===== config.mk =====
export PLATFORM = sky130hd
export DESIGN_NAME = usb_ls_rx
export DESIGN_NICKNAME = d
export VERILOG_FILES = /design/src/rtl/usb_ls_rx_pkg.sv /design/src/rtl/usb_ls_rx_sync.sv /design/src/rtl/usb_ls_rx_nrzi.sv /design/src/rtl/usb_ls_rx_ctrl.sv /design/src/rtl/usb_ls_rx.sv
export SDC_FILE = /design/constraint.sdc
export NUM_CORES = 1
export LEC_CHECK = 0
export BUFFER_PORTS_ARGS = -buffer_cell sky130_fd_sc_hd__clkbuf_2
export CAP_MARGIN = 5
export CORE_MARGIN = 2
export CORE_UTILIZATION = 58
export DETAILED_ROUTE_END_ITERATION = 10
export GPL_TIMING_DRIVEN = 0
export PLACE_DENSITY_LB_ADDON = 0.12
export SYNTH_ARGS = -nofsm -noshare
export SYNTH_HDL_FRONTEND = slang
export SYNTH_HIERARCHICAL = 1
export SYNTH_SLANG_ARGS = --single-unit

===== constraint.sdc =====
create_clock -name clk -period 3 [get_ports clk]
set_input_delay 0.45 -clock clk [delete_from_list [all_inputs] [get_ports clk]]
set_output_delay 0.45 -clock clk [all_outputs]
set_load 0.1 [all_outputs]

===== src/rtl/usb_ls_rx_pkg.sv =====
package usb_ls_rx_pkg;

    // D- level that represents K on the bus
    localparam logic LVL_K = 1'b0;

    typedef enum logic [2:0] {
        ST_IDLE,
        ST_LOCK,
        ST_HUNT,
        ST_RECV,
        ST_SKIP
    } rx_state_t;

endpackage


===== src/rtl/usb_ls_rx_sync.sv =====
module usb_ls_rx_sync #(
    parameter int           WIDTH   = 2,
    parameter int           STAGES  = 2,
    parameter logic [1:0]   RST_VAL = 2'b01
) (
    input  logic             clk,
    input  logic             rst_n,
    input  logic [WIDTH-1:0] d_in,
    output logic [WIDTH-1:0] d_out
);

    logic [WIDTH-1:0] stage_q [STAGES];

    generate
        for (genvar s = 0; s < STAGES; s++) begin : g_stage
            always_ff @(posedge clk or negedge rst_n) begin
                if (!rst_n) begin
                    stage_q[s] <= WIDTH'(RST_VAL);
                end else begin
                    if (s == 0) stage_q[s] <= d_in;
                    else        stage_q[s] <= stage_q[(s == 0) ? 0 : s-1];
                end
            end
        end
    endgenerate

    assign d_out = stage_q[STAGES-1];

endmodule


===== src/rtl/usb_ls_rx_nrzi.sv =====
module usb_ls_rx_nrzi #(
    parameter int RUN = 6
) (
    input  logic clk,
    input  logic rst_n,
    input  logic arm,        // load starting level at end of sync
    input  logic arm_level,
    input  logic smp,        // one pulse per bit centre
    input  logic level,      // D- level at the sample
    output logic data_vld,
    output logic data_bit,
    output logic stuff_vld
);

    localparam int RW = $clog2(RUN + 1);

    logic          prev_q;
    logic [RW-1:0] ones_q;
    logic          at_stuff;

    assign at_stuff  = (ones_q == RW'(RUN));
    assign data_bit  = (level == prev_q);
    assign data_vld  = smp && !at_stuff;
    assign stuff_vld = smp && at_stuff;

    always_ff @(posedge clk or negedge rst_n) begin
        if (!rst_n) begin
            prev_q <= 1'b1;
            ones_q <= '0;
        end else if (arm) begin
            prev_q <= arm_level;
            ones_q <= RW'(1);          // trailing sync K counts as a 1
        end else if (smp) begin
            prev_q <= level;
            if (at_stuff)            ones_q <= '0;
            else if (level == prev_q) ones_q <= ones_q + 1'b1;
            else                     ones_q <= '0;
        end
    end

    // the run counter never passes the stuffing threshold
    p_run_bound_r5: assert property (@(posedge clk) disable iff (!rst_n)
        ones_q <= RW'(RUN));

    // the sample after a stuffed bit restarts the run at zero
    p_stuff_clears_r5: assert property (@(posedge clk) disable iff (!rst_n)
        (stuff_vld && !arm) |=> (ones_q == '0));

endmodule


===== src/rtl/usb_ls_rx_ctrl.sv =====
module usb_ls_rx_ctrl
    import usb_ls_rx_pkg::*;
#(
    parameter int BIT_CLKS   = 10,
    parameter int DEPTH      = 8,
    parameter int HUNT_LIMIT = 32,
    parameter int AW         = 3,
    parameter int LW         = 4
) (
    input  logic          clk,
    input  logic          rst_n,
    input  logic          line_dp,
    input  logic          line_dm,
    input  logic          data_vld,
    input  logic          data_bit,
    input  logic          stuff_vld,
    output logic          smp,
    output logic          arm,
    output logic          wr_en,
    output logic [AW-1:0] wr_addr,
    output logic [7:0]    wr_data,
    output logic          pkt_done,
    output logic [LW-1:0] pkt_len,
    output logic          pkt_overflow,
    output logic          frame_err
);

    localparam int LOCK_AT = BIT_CLKS + BIT_CLKS/2 - 2;
    localparam int CNT_MAX = (LOCK_AT > HUNT_LIMIT) ? LOCK_AT : HUNT_LIMIT;
    localparam int CW      = $clog2(CNT_MAX + 1);

    rx_state_t     st_q, st_nx;
    logic [CW-1:0] cnt_q;
    logic          dm_q;
    logic [2:0]    bit_idx_q;
    logic [7:0]    sr_q;
    logic [LW-1:0] wcnt_q;

    logic line_k, line_se0, edge_k, lock_smp;
    logic ev_end, byte_fin, ev_wr, ev_ovf, ev_tmo, room;

    assign line_k   = line_dp && !line_dm;
    assign line_se0 = !line_dp && !line_dm;
    assign edge_k   = dm_q && line_k;
    assign smp      = (st_q == ST_RECV) && (cnt_q == CW'(BIT_CLKS - 1));
    assign lock_smp = (st_q == ST_LOCK) && (cnt_q == CW'(LOCK_AT));
    assign arm      = lock_smp && line_k;
    assign room     = (wcnt_q < LW'(DEPTH));

    assign ev_end   = smp && line_se0 && (stuff_vld || (bit_idx_q != 3'd0));
    assign byte_fin = data_vld && (bit_idx_q == 3'd7) && !ev_end;
    assign ev_wr    = byte_fin && room;
    assign ev_ovf   = byte_fin && !room;
    assign ev_tmo   = (st_q == ST_HUNT) && !edge_k && (cnt_q == CW'(HUNT_LIMIT - 1));

    // next-state decision
    always_comb begin
        st_nx = st_q;
        unique case (st_q)
            ST_IDLE: if (edge_k) st_nx = ST_LOCK;
            ST_LOCK: if (lock_smp) st_nx = line_k ? ST_RECV : ST_HUNT;
            ST_HUNT: begin
                if (edge_k)      st_nx = ST_LOCK;
                else if (ev_tmo) st_nx = ST_IDLE;
            end
            ST_RECV: begin
                if (ev_end)      st_nx = ST_IDLE;
                else if (ev_ovf) st_nx = ST_SKIP;
            end
            ST_SKIP: if (line_se0) st_nx = ST_IDLE;
            default: st_nx = ST_IDLE;
        endcase
    end

    // state register
    always_ff @(posedge clk or negedge rst_n) begin
        if (!rst_n) st_q <= ST_IDLE;
        else        st_q <= st_nx;
    end

    // timing and byte assembly
    always_ff @(posedge clk or negedge rst_n) begin
        if (!rst_n) begin
            cnt_q     <= '0;
            dm_q      <= 1'b1;
            bit_idx_q <= '0;
            sr_q      <= '0;
            wcnt_q    <= '0;
        end else begin
            dm_q <= line_dm;
            if ((st_nx != st_q) || smp)     cnt_q <= '0;
            else if (cnt_q != CW'(CNT_MAX)) cnt_q <= cnt_q + 1'b1;

            if (arm) begin
                bit_idx_q <= '0;
                wcnt_q    <= '0;
            end else begin
                if (data_vld && !ev_end) begin
                    bit_idx_q <= bit_idx_q + 1'b1;
                    sr_q      <= {data_bit, sr_q[7:1]};
                end
                if (ev_wr) wcnt_q <= wcnt_q + 1'b1;
            end
        end
    end

    // registered outputs
    always_ff @(posedge clk or negedge rst_n) begin
        if (!rst_n) begin
            wr_en        <= 1'b0;
            wr_addr      <= '0;
            wr_data      <= '0;
            pkt_done     <= 1'b0;
            pkt_len      <= '0;
            pkt_overflow <= 1'b0;
            frame_err    <= 1'b0;
        end else begin
            wr_en        <= ev_wr;
            pkt_done     <= ev_end;
            pkt_overflow <= ev_ovf;
            frame_err    <= ev_tmo;
            if (ev_wr) begin
                wr_addr <= wcnt_q[AW-1:0];
                wr_data <= {data_bit, sr_q[7:1]};
            end
            if (ev_end) pkt_len <= wcnt_q;
        end
    end

    // end-of-packet strobe lasts one clock
    p_done_pulse_r6: assert property (@(posedge clk) disable iff (!rst_n)
        pkt_done |=> !pkt_done);

    // reported length never exceeds buffer capacity
    p_len_bound_r6: assert property (@(posedge clk) disable iff (!rst_n)
        pkt_done |-> (pkt_len <= LW'(DEPTH)));

    // overflow only with a full buffer, then skipping
    p_ovf_full_r8: assert property (@(posedge clk) disable iff (!rst_n)
        pkt_overflow |-> ((wcnt_q == LW'(DEPTH)) && (st_q != ST_RECV)));

    // one event kind per clock on the result outputs
    p_one_event_r4: assert property (@(posedge clk) disable iff (!rst_n)
        $onehot0({wr_en, pkt_done, pkt_overflow, frame_err}));

    // framing error comes from hunting and lands in idle
    p_tmo_from_hunt_r9: assert property (@(posedge clk) disable iff (!rst_n)
        frame_err |-> ((st_q == ST_IDLE) && ($past(st_q) == ST_HUNT)));

endmodule


===== src/rtl/usb_ls_rx.sv =====
module usb_ls_rx
    import usb_ls_rx_pkg::*;
#(
    parameter int BIT_CLKS   = 10,
    parameter int DEPTH      = 8,
    parameter int HUNT_LIMIT = 32,
    parameter int STUFF_RUN  = 6,
    parameter int SYNC_FF    = 2,
    localparam int AW        = (DEPTH > 1) ? $clog2(DEPTH) : 1,
    localparam int LW        = $clog2(DEPTH + 1)
) (
    input  logic          clk,
    input  logic          rst_n,
    input  logic          usb_dp,
    input  logic          usb_dm,
    output logic          wr_en,
    output logic [AW-1:0] wr_addr,
    output logic [7:0]    wr_data,
    output logic          pkt_done,
    output logic [LW-1:0] pkt_len,
    output logic          pkt_overflow,
    output logic          frame_err
);

    logic [1:0] line_s;
    logic       smp, arm, data_vld, data_bit, stuff_vld;

    usb_ls_rx_sync #(
        .WIDTH   (2),
        .STAGES  (SYNC_FF),
        .RST_VAL (2'b01)
    ) u_sync (
        .clk   (clk),
        .rst_n (rst_n),
        .d_in  ({usb_dp, usb_dm}),
        .d_out (line_s)
    );

    usb_ls_rx_nrzi #(
        .RUN (STUFF_RUN)
    ) u_nrzi (
        .clk       (clk),
        .rst_n     (rst_n),
        .arm       (arm),
        .arm_level (LVL_K),
        .smp       (smp),
        .level     (line_s[0]),
        .data_vld  (data_vld),
        .data_bit  (data_bit),
        .stuff_vld (stuff_vld)
    );

    usb_ls_rx_ctrl #(
        .BIT_CLKS   (BIT_CLKS),
        .DEPTH      (DEPTH),
        .HUNT_LIMIT (HUNT_LIMIT),
        .AW         (AW),
        .LW         (LW)
    ) u_ctrl (
        .clk          (clk),
        .rst_n        (rst_n),
        .line_dp      (line_s[1]),
        .line_dm      (line_s[0]),
        .data_vld     (data_vld),
        .data_bit     (data_bit),
        .stuff_vld    (stuff_vld),
        .smp          (smp),
        .arm          (arm),
        .wr_en        (wr_en),
        .wr_addr      (wr_addr),
        .wr_data      (wr_data),
        .pkt_done     (pkt_done),
        .pkt_len      (pkt_len),
        .pkt_overflow (pkt_overflow),
        .frame_err    (frame_err)
    );

endmodule


Word level (Yosys, flattened, before mapping). Cells that the tools add are included. Widths: inputs -> output; s select.

Add/subtract/negate cells: 4. Equality and inequality tests: 12. Div/mod/pow operators: 0. Multiply operators: 0. Reductions and logical operators: 32. Bitwise operators: 1. Shifts and indexed selects: 0. Magnitude comparators: 1. Multiplexer cells: 21.

Operators by type and width (number): $mux 3 (13); $logic_and 1x1->1 (17); $pmux 3 s5 (1); $eq 6x4->1 const B (2); $mux 6 (2); $eq 3x3->1 const B (3); $mux 4 (2); $reduce_bool 2->1 (4); $add 3x1->3 const B (2); $add 6x1->6 const B (1); $eq 3x2->1 const B (2); $eq 6x5->1 const B (1); $logic_not 1->1 (6); $ne 6x6->1 const B (1); $add 4x1->4 const B (1); $lt 4x4->1 const B (1); $eq 3x1->1 const B (1); $logic_not 3->1 (1); $mux 1 (3); $ne 3x3->1 (1); $reduce_bool 3->1 (1); $logic_or 1x1->1 (2); $reduce_and 2->1 (1); $eq 1x1->1 (1); $not 1->1 (1).

Output and inout bits: 19. Memory bits (writable): 0. Memories kept: 0. Register bits after elaboration: 52. ROM bits: 0. Bits of input ports: 4. Bits in latches: 0. Logic and storage cells: 88.

Longest topological paths before layout. Gate-level depths: netlist of run 1.

Depth after elaboration: 14. Mapped depth: 10. Mapped depth without buffers: 9.

Modules after synthesis. Netlist of run 1, hierarchy kept.

By module, submodules not included: usb_ls_rx_ctrl (cells an instance 169, area an instance 2090.8 µm², instances 1, seq. area each 1077.3 µm²); usb_ls_rx_nrzi (cells an instance 23, area an instance 272.8 µm², instances 1, seq. area each 101.3 µm²); usb_ls_rx_sync (cells an instance 6, area an instance 117.6 µm², instances 1, seq. area each 102.6 µm²); usb_ls_rx (cells an instance 1, area an instance 3.8 µm², instances 1, seq. area each 0.0 µm²).

Least setup slack after synthesis of run 1. No wires, ideal clock.

Path type: reg-to-reg. From: register u_ctrl.cnt_q[1]. To: register u_ctrl.wr_addr[0]. Slack: 0.451 ns. Period minus slack after synthesis: 2.549 ns. Library setup time: 0.126 ns. Arrival time: 2.423 ns. Data required time: 2.874 ns. Cell stages (with the launch flop): 11. Buffers on the path: 1. Cell sequence: dfrtp_1 > inv_1 > ha_1 > nor3b_2 > and3_1 > a21bo_4 > inv_1 > nand3b_1 > nor2_2 > buf_6 > mux2_4.

Elaborated cells on any way between the ends: 11. Classes of those cells: eq/ne: 1; reduce/logical: 10.

RTL lines: start, declared (RTL line usb_ls_rx_ctrl.sv:33) `logic [CW-1:0] cnt_q;`; start signal, assigned (RTL line usb_ls_rx_ctrl.sv:92) `else if (cnt_q != CW'(CNT_MAX)) cnt_q <= cnt_q + 1'b1;`; $eq 6x4->1 (RTL line usb_ls_rx_ctrl.sv:45) `assign smp = (st_q == ST_RECV) && (cnt_q == CW'(BIT_CLKS - 1));`; $logic_and 1x1->1 (RTL line usb_ls_rx_ctrl.sv:45); net smp (RTL line usb_ls_rx.sv:26) `logic smp, arm, data_vld, data_bit, stuff_vld;`; $logic_and 1x1->1 (RTL line usb_ls_rx_nrzi.sv:23) `assign data_vld = smp && !at_stuff;`; net data_vld (RTL line usb_ls_rx.sv:26); $logic_and 1x1->1 (2 in series) (RTL line usb_ls_rx_ctrl.sv:51) `assign byte_fin = data_vld && (bit_idx_q == 3'd7) && !ev_end;`; $logic_and 1x1->1 (RTL line usb_ls_rx_ctrl.sv:52) `assign ev_wr = byte_fin && room;`; net u_ctrl.ev_wr (RTL line usb_ls_rx_ctrl.sv:40) `logic ev_end, byte_fin, ev_wr, ev_ovf, ev_tmo, room;`; end signal, assigned (RTL line usb_ls_rx_ctrl.sv:123) `wr_addr <= wcnt_q[AW-1:0];`; end, declared (RTL line usb_ls_rx_ctrl.sv:20) `output logic [AW-1:0] wr_addr,`.

The timed path passes the listed nets, and every way through them passes these cells. A chain may end at the register's enable or synchronous reset.

Final worst setup path of run 1.
From: register u_ctrl.cnt_q[1]. To: register u_ctrl.wr_data[3].

Elaborated cells on any way between the ends: 11. Classes of those cells: eq/ne: 1; reduce/logical: 10.

RTL lines: $eq 6x4->1 (RTL line usb_ls_rx_ctrl.sv:45); $logic_and 1x1->1 (RTL line usb_ls_rx_ctrl.sv:45); net smp (RTL line usb_ls_rx.sv:26); $logic_and 1x1->1 (RTL line usb_ls_rx_nrzi.sv:23); net data_vld (RTL line usb_ls_rx.sv:26); $logic_and 1x1->1 (2 in series) (RTL line usb_ls_rx_ctrl.sv:51); $logic_and 1x1->1 (RTL line usb_ls_rx_ctrl.sv:52); net u_ctrl.ev_wr (RTL line usb_ls_rx_ctrl.sv:40); end signal, assigned (RTL line usb_ls_rx_ctrl.sv:124) `wr_data <= {data_bit, sr_q[7:1]};`; end, declared (RTL line usb_ls_rx_ctrl.sv:21) `output logic [7:0] wr_data,`.

The timed path passes the listed nets, and every way through them passes these cells.

==> results of run 1 <==
cell type report:
cell class,instances,area (um2)
Tap cell,50,62.6
Buffer,6,41.3
Clock inverter,2,37.5
Multi-Input combinational cell,131,1140
Clock buffer,5,68.8
Fill cell,298,1250
Inverter,11,41.3
Timing Repair Buffer,23,130
Sequential cell,51,1280
cell usage in the layout, fill, tap and decap left out, types with 7 or more instances in the layout:
master,netlist,layout
inv_1,11,11
mux2_4,7,7
nand2_1,8,8
ha_1,9,9
dfrtp_1,47,47
nor2_1,7,7
nand3_1,11,11
clkbuf_2,0,21
mux2_2,15,15
worst reg2reg max path, cell delays in order, from the launching register on:
cell and delay [ns]:
dfrtp_1 0.41, inv_1 0.09, ha_1 0.17, nor3b_4 0.32
and3_2 0.31, a21bo_4 0.27, inv_1 0.17, nand3b_1 0.22
nor2_4 0.24, buf_6 0.20, mux2_4 0.32
metrics by stage:
step | power, mW | hold WS (ns) | worst slack [ns]
after floorplan | 1.15 | 0.154 | 0.451
after global placement | 1.22 | 0.335 | -0.00747
after detailed placement | 1.26 | 0.346 | -0.0948
after CTS | 1.74 | 0.217 | 0.0788
after global routing | 1.84 | 0.105 | 0.00664
final | 1.73 | 0.0773 | 0.181
registers in the layout (all words and copies together), names as in the netlist:
signal / cells
u_ctrl/st_q: 3
u_ctrl/wr_addr: 3
u_nrzi/ones_q: 3
u_sync/d_out: 2
u_ctrl/pkt_overflow: 1
u_ctrl/sr_q: 7
u_ctrl/pkt_done: 1
u_ctrl/bit_idx_q: 3
u_nrzi/prev_q: 1
u_ctrl/cnt_q: 6
u_ctrl/dm_q: 1
u_sync/stage_q: 2
u_ctrl/wr_data: 8
u_ctrl/wcnt_q: 4
u_ctrl/pkt_len: 4
u_ctrl/frame_err: 1
u_ctrl/wr_en: 1
worst paths after layout:
| check | slack (ns) | to |
|---|---|---|
| max | 0.18 | u_ctrl/wr_data[3] |
| min | 0.08 | u_ctrl/pkt_done |
| min reg2reg | 0.36 | u_sync/d_out[1] |
| min in group clk | 0.23 | u_sync/stage_q[2] |
| max reg2reg | 0.18 | u_ctrl/wr_data[3] |
| max in group asynchronous | 2.33 | u_nrzi/prev_q |
layer usage:
layer | vias to the layer above | track usage, % | wire length, um
met5 | - | 0 | 0
met4 | 0 | 7.41 | 85
met3 | 11 | 4.22 | 199
met2 | 52 | 32.7 | 2200
met1 | 807 | 27.6 | 2080
li1 | 769 | - | -
cells by family after synthesis:
kind of cell,synth area share (%)
other,0.151
AO/OA/AOI/OAI,8.21
buffers and inverters,3.32
adder cells (fa/ha/maj),4.53
AND/OR/NAND/NOR,17.2
flip-flops,51.6
multiplexers,12.2
XOR/XNOR,2.82
power breakdown:
group / internal (mW) / total [mW] / switching (mW)
Combinational: 0.179 / 0.427 / 0.248
Clock: 0.244 / 0.459 / 0.215
Sequential: 0.765 / 0.849 / 0.0832
==> flow_metrics.tcl, run 1 <==
set metrics [dict create \
    placedCellCount 271 \
    cts_hold_buf 0 \
    worstSetupEndpointType "flip-flop" \
    cap_violations 0 \
    post_cts_buffers 0 \
    cts_tree "done" \
    start_kind "flip-flop" \
    hold_viol_final 0 \
    synth_nets 212 \
    crit_fanout 10 \
    antenna_found_initial 0 \
    cts.sinks 51 \
    finalMaxSlewViolations 0 \
    stdcell_area_um2 2810 \
    yosysWarnings 6 \
    critPathKind "flip-flop to flip-flop" \
    path_delay_family "simple AND/OR/NAND/NOR gates" \
    clock_path_buffers 2 \
    syn_to_final_growth_pct 13.0 \
    peakVddDrop_mv 0.438 \
    crit_top_cell "inv_1" \
    r2r_start "u_ctrl/cnt_q[1]" \
    setup_viol 0 \
    rows 23 \
    crit_arrival_ns 3.01 \
    rr_worst_depth 10 \
    post-route-util_pct 69.2 \
    ios 23 \
    portBuffers 22 \
    num-nets-final 242 \
    p_per_area_nw_per_um2 618 \
    relSlewSlack_pct 50.5 \
    critPathLaunch "u_ctrl/cnt_q[1]" \
    die_h_um 69.5 \
    ys_ff_latch 51 \
    final_cells 279 \
    cts-root-buf "clkbuf_8" \
    cp.depth 10 \
    synth_top_cells_by_area "dfrtp_1 47%, mux2_2 6.8%, ha_1 4.5%, dfstp_2 4.2%, mux2_4 4.2%" \
    worstSkewPairLatency_ns 0.30 \
    drive_gt1_share_pct 34.9 \
    cts_buffers 5 \
    p_leak_nw 1.34 \
    cts.clk_slew.worst_paths_ns 0.09 \
    via_per_inst 5.87 \
    grt_use_total_pct 20.4 \
    min_path_type "input pin to asynchronous set/reset pin" \
    hpwl_um 3160 \
    synthCells 199 \
    synth_cell_types 48 \
    die_x_um 69.5 \
    syn-cell-area_um2 2480 \
    critPathRequiredTime_ns 3.19 \
    syn_avg_cell_area_um2 12.5 \
    grt_pass1_vias 1668 \
    worst_slew_pin_slew_ns 0.737 \
    ant_nets 0 \
    yosys_most_used_dff "dfrtp_1" \
    drt_iter0_drc 104 \
    netlist.area_leader.share_pct 47.3 \
    grt_max_degree 52 \
    finalCriticalPeriod_ns 2.82 \
    cts_resized 2 \
    initial_utilization_pct 61.2 \
    gp_congestion 0.857 \
    tns_ns 0 \
    synthArstFlopShare_pct 100 \
    fin_skew_ns 0.00888 \
    route.detailed.drc 0 \
    diodes 0 \
    synth_top_area_cell "dfrtp_1" \
    yosys.cell_count.top_type "dfrtp_1" \
    slowest_stage "dfrtp_1" \
    ys_seq_area_share_pct 51.6 \
    cts-htree-levels 2 \
    grt_overflow 0 \
    yosys-top-cells-count "47 x dfrtp_1, 15 x mux2_2, 11 x inv_1, 11 x nand3_1, 9 x ha_1" \
    fmax_mhz 355 \
    post-route-period-util_pct 94.0 \
    rsz0062_at_grt "false" \
    die_area_um2 4820 \
    max_stage_delay_ns 0.41 \
    path_buf_inv 3 \
    wl_per_cell_um 16.4 \
    synth_edf_count 0 \
    placed_area_um2 2660 \
    routed_wl_um 4570 \
    core-area_um2 4060 \
    vias 1639 \
    run_status "complete, no violations" \
    dr.pass1.iters 4 \
    grt_pass1_wl_um 7890 \
    crit_chain "inv_1 > ha_1 > nor3b_4 > and3_2 > a21bo_4 > inv_1 > nand3b_1 > nor2_4 > buf_6 > mux2_4" \
]
Power figures use the tool's default switching activity.
==> run 2: changes to the inputs <==
--- a/config.mk
+++ b/config.mk
@@ -8,7 +8,7 @@
 export BUFFER_PORTS_ARGS = -buffer_cell sky130_fd_sc_hd__clkbuf_2
 export CAP_MARGIN = 5
 export CORE_MARGIN = 2
-export CORE_UTILIZATION = 58
+export CORE_UTILIZATION = 52
 export DETAILED_ROUTE_END_ITERATION = 10
 export GPL_TIMING_DRIVEN = 0
 export PLACE_DENSITY_LB_ADDON = 0.12
==> run 2 against run 1 <==
  * Die area increased by 11%
  * First-iteration DRC count decreased by 27%
  * Clock skew decreased by 0.00063 ns
  * Critical path depth unchanged
  * Routed wire length increased by 4.7%
  * Utilization decreased by 9.1 points
  * Clock power decreased by 13%
  * Final cell count increased by 2.2%
  * Sequential power about the same
  * Setup slack improved by 0.024 ns
  * Power decreased by 4.1%
  * Final area decreased by 0.18%
  * Critical path type unchanged
  * Largest power group unchanged
==> flow_metrics.tcl, run 2 (synthesis results as in run 1) <==
set metrics [dict create \
    run_status "complete, no violations" \
    syn_to_final_growth_pct 12.8 \
    clock_path_buffers 2 \
    cts.clk_slew.worst_paths_ns 0.09 \
    ios 23 \
    cts-htree-levels 2 \
    crit_chain "inv_1 > ha_1 > nor3b_4 > and3_2 > a21bo_4 > inv_1 > nand3b_1 > nor2_4 > buf_6 > mux2_4" \
    worst_slew_pin_slew_ns 0.815 \
    relSlewSlack_pct 45.2 \
    rows 25 \
    rr_worst_depth 10 \
    met2_length_um 2430 \
    hpwl_um 3280 \
    route.detailed.drc 0 \
    critPathRequiredTime_ns 3.19 \
    path_buf_inv 3 \
    min_path_type "input pin to asynchronous set/reset pin" \
    dr.pass1.iters 4 \
    grt_pass1_vias 1705 \
    core-area_um2 4660 \
    grt_max_degree 52 \
    setup_viol 0 \
    max_stage_delay_ns 0.42 \
    worstSkewPairLatency_ns 0.30 \
    wl_met1_um 2120 \
    diodes 0 \
    cts.sinks 51 \
    grt_overflow 0 \
    critPathKind "flip-flop to flip-flop" \
    initial_utilization_pct 53.3 \
    routed_wl_um 4780 \
    crit_arrival_ns 2.98 \
    rsz0062_at_grt "false" \
    wl_met3_um 166 \
    largest-register "u_ctrl/wr_data" \
    hold_viol_final 0 \
    finalCriticalPeriod_ns 2.80 \
    pre_cts_ws_ns -0.147 \
    layout_commonest_cell "dfrtp_1" \
    cts-root-buf "clkbuf_8" \
    antenna_found_initial 0 \
    highest_layer "met4" \
    layout_common_cells "47 x dfrtp_1, 21 x clkbuf_2, 15 x mux2_2" \
    cp.depth 10 \
    die_x_um 73.1 \
    fmax_mhz 358 \
    ff2ff_setup_slack_ns 0.20 \
    num-nets-final 243 \
    fin_ws_ns 0.205 \
    drt_iter0_drc 76 \
    tns_ns 0 \
    cts_buffers 5 \
    cts_tree "done" \
    p_leak_nw 1.34 \
    path_delay_family "simple AND/OR/NAND/NOR gates" \
    post-route-period-util_pct 93.2 \
    gp_congestion 0.791 \
    wl_per_cell_um 16.8 \
    ff_latch_area_um2 1280 \
    fin_skew_ns 0.00824 \
    via_per_inst 5.72 \
    drive_gt1_share_pct 35.1 \
    start_kind "flip-flop" \
    fillCellCount 375 \
    cts_hold_buf 0 \
    grt_use_total_pct 20.0 \
    slowest_stage "dfrtp_1" \
    top_regs "u_ctrl/wr_data (8), u_ctrl/sr_q (7), u_ctrl/cnt_q (6)" \
    vias 1629 \
    die_h_um 73.1 \
    largest_reg_flops 8 \
    ant_nets 0 \
    die_area_um2 5350 \
    finalMaxSlewViolations 0 \
    multi_input_area_um2 1140 \
    peakVddDrop_mv 0.332 \
    portBuffers 22 \
    p_per_area_nw_per_um2 594 \
    crit_fanout 10 \
    crit_top_cell "inv_1" \
    grt_pass1_wl_um 8110 \
    worstSetupEndpointType "flip-flop" \
    cap_violations 0 \
]
## run 2: through the flow
stage          utilization (%)  power, mW  area, um2  hold slack, ns  std cells
4_1_cts                   59.2       1.66       2760           0.206        283
6_report                  60.1       1.66       2800           0.126        285
2_1_floorplan                -       1.15       2480           0.154        199
5_1_grt                   60.1       1.77       2800           0.147        285
3_5_place_dp              57.1       1.26       2660           0.337        275
3_3_place_gp              57.1       1.23       2660           0.338        275
## run 2: repair_timing
action,4_1_cts,5_1_grt
setup endpoints to repair,14,15
resized for setup,2,3
pin swaps,0,2
buffers inserted,0,1
cloned,0,0
## run 2: worst paths after layout
path                                   start                end
max                          u_ctrl/cnt_q[1]  u_ctrl/wr_data[5]
min                                    rst_n    u_ctrl/cnt_q[4]
max reg2reg                  u_ctrl/cnt_q[1]  u_ctrl/wr_data[5]
min reg2reg                u_sync/stage_q[3]    u_sync/d_out[1]
max in group asynchronous              rst_n      u_nrzi/prev_q
min in group clk                      usb_dm  u_sync/stage_q[2]
## run 2: final cells by class
| type | instances | share of cell area [%] |
|---|---|---|
| plain buffers | 6 | 1.47 |
| well taps | 54 | 2.41 |
| clock buffers | 6 | 2.59 |
| clock inverters | 2 | 0.580 |
| repair buffers | 24 | 4.91 |
| inverters | 11 | 1.47 |
| flip-flops and latches | 51 | 45.7 |
| multi-input cells | 131 | 40.8 |
## run 2: power by group
| part | switching, mW | total, mW | leakage (nW) | internal [mW] |
|---|---|---|---|---|
| registers | 0.0821 | 0.847 | 0.682 | 0.765 |
| logic | 0.239 | 0.416 | 0.615 | 0.177 |
| clock network | 0.232 | 0.400 | 0.0418 | 0.168 |
## run 2: routing by layer
layer / up-vias / GRT usage [%]
met2: 30 / 32.6
met5: - / 0
met1: 819 / 24.6
li1: 772 / -
met4: 0 / 9.05
met3: 8 / 5.52
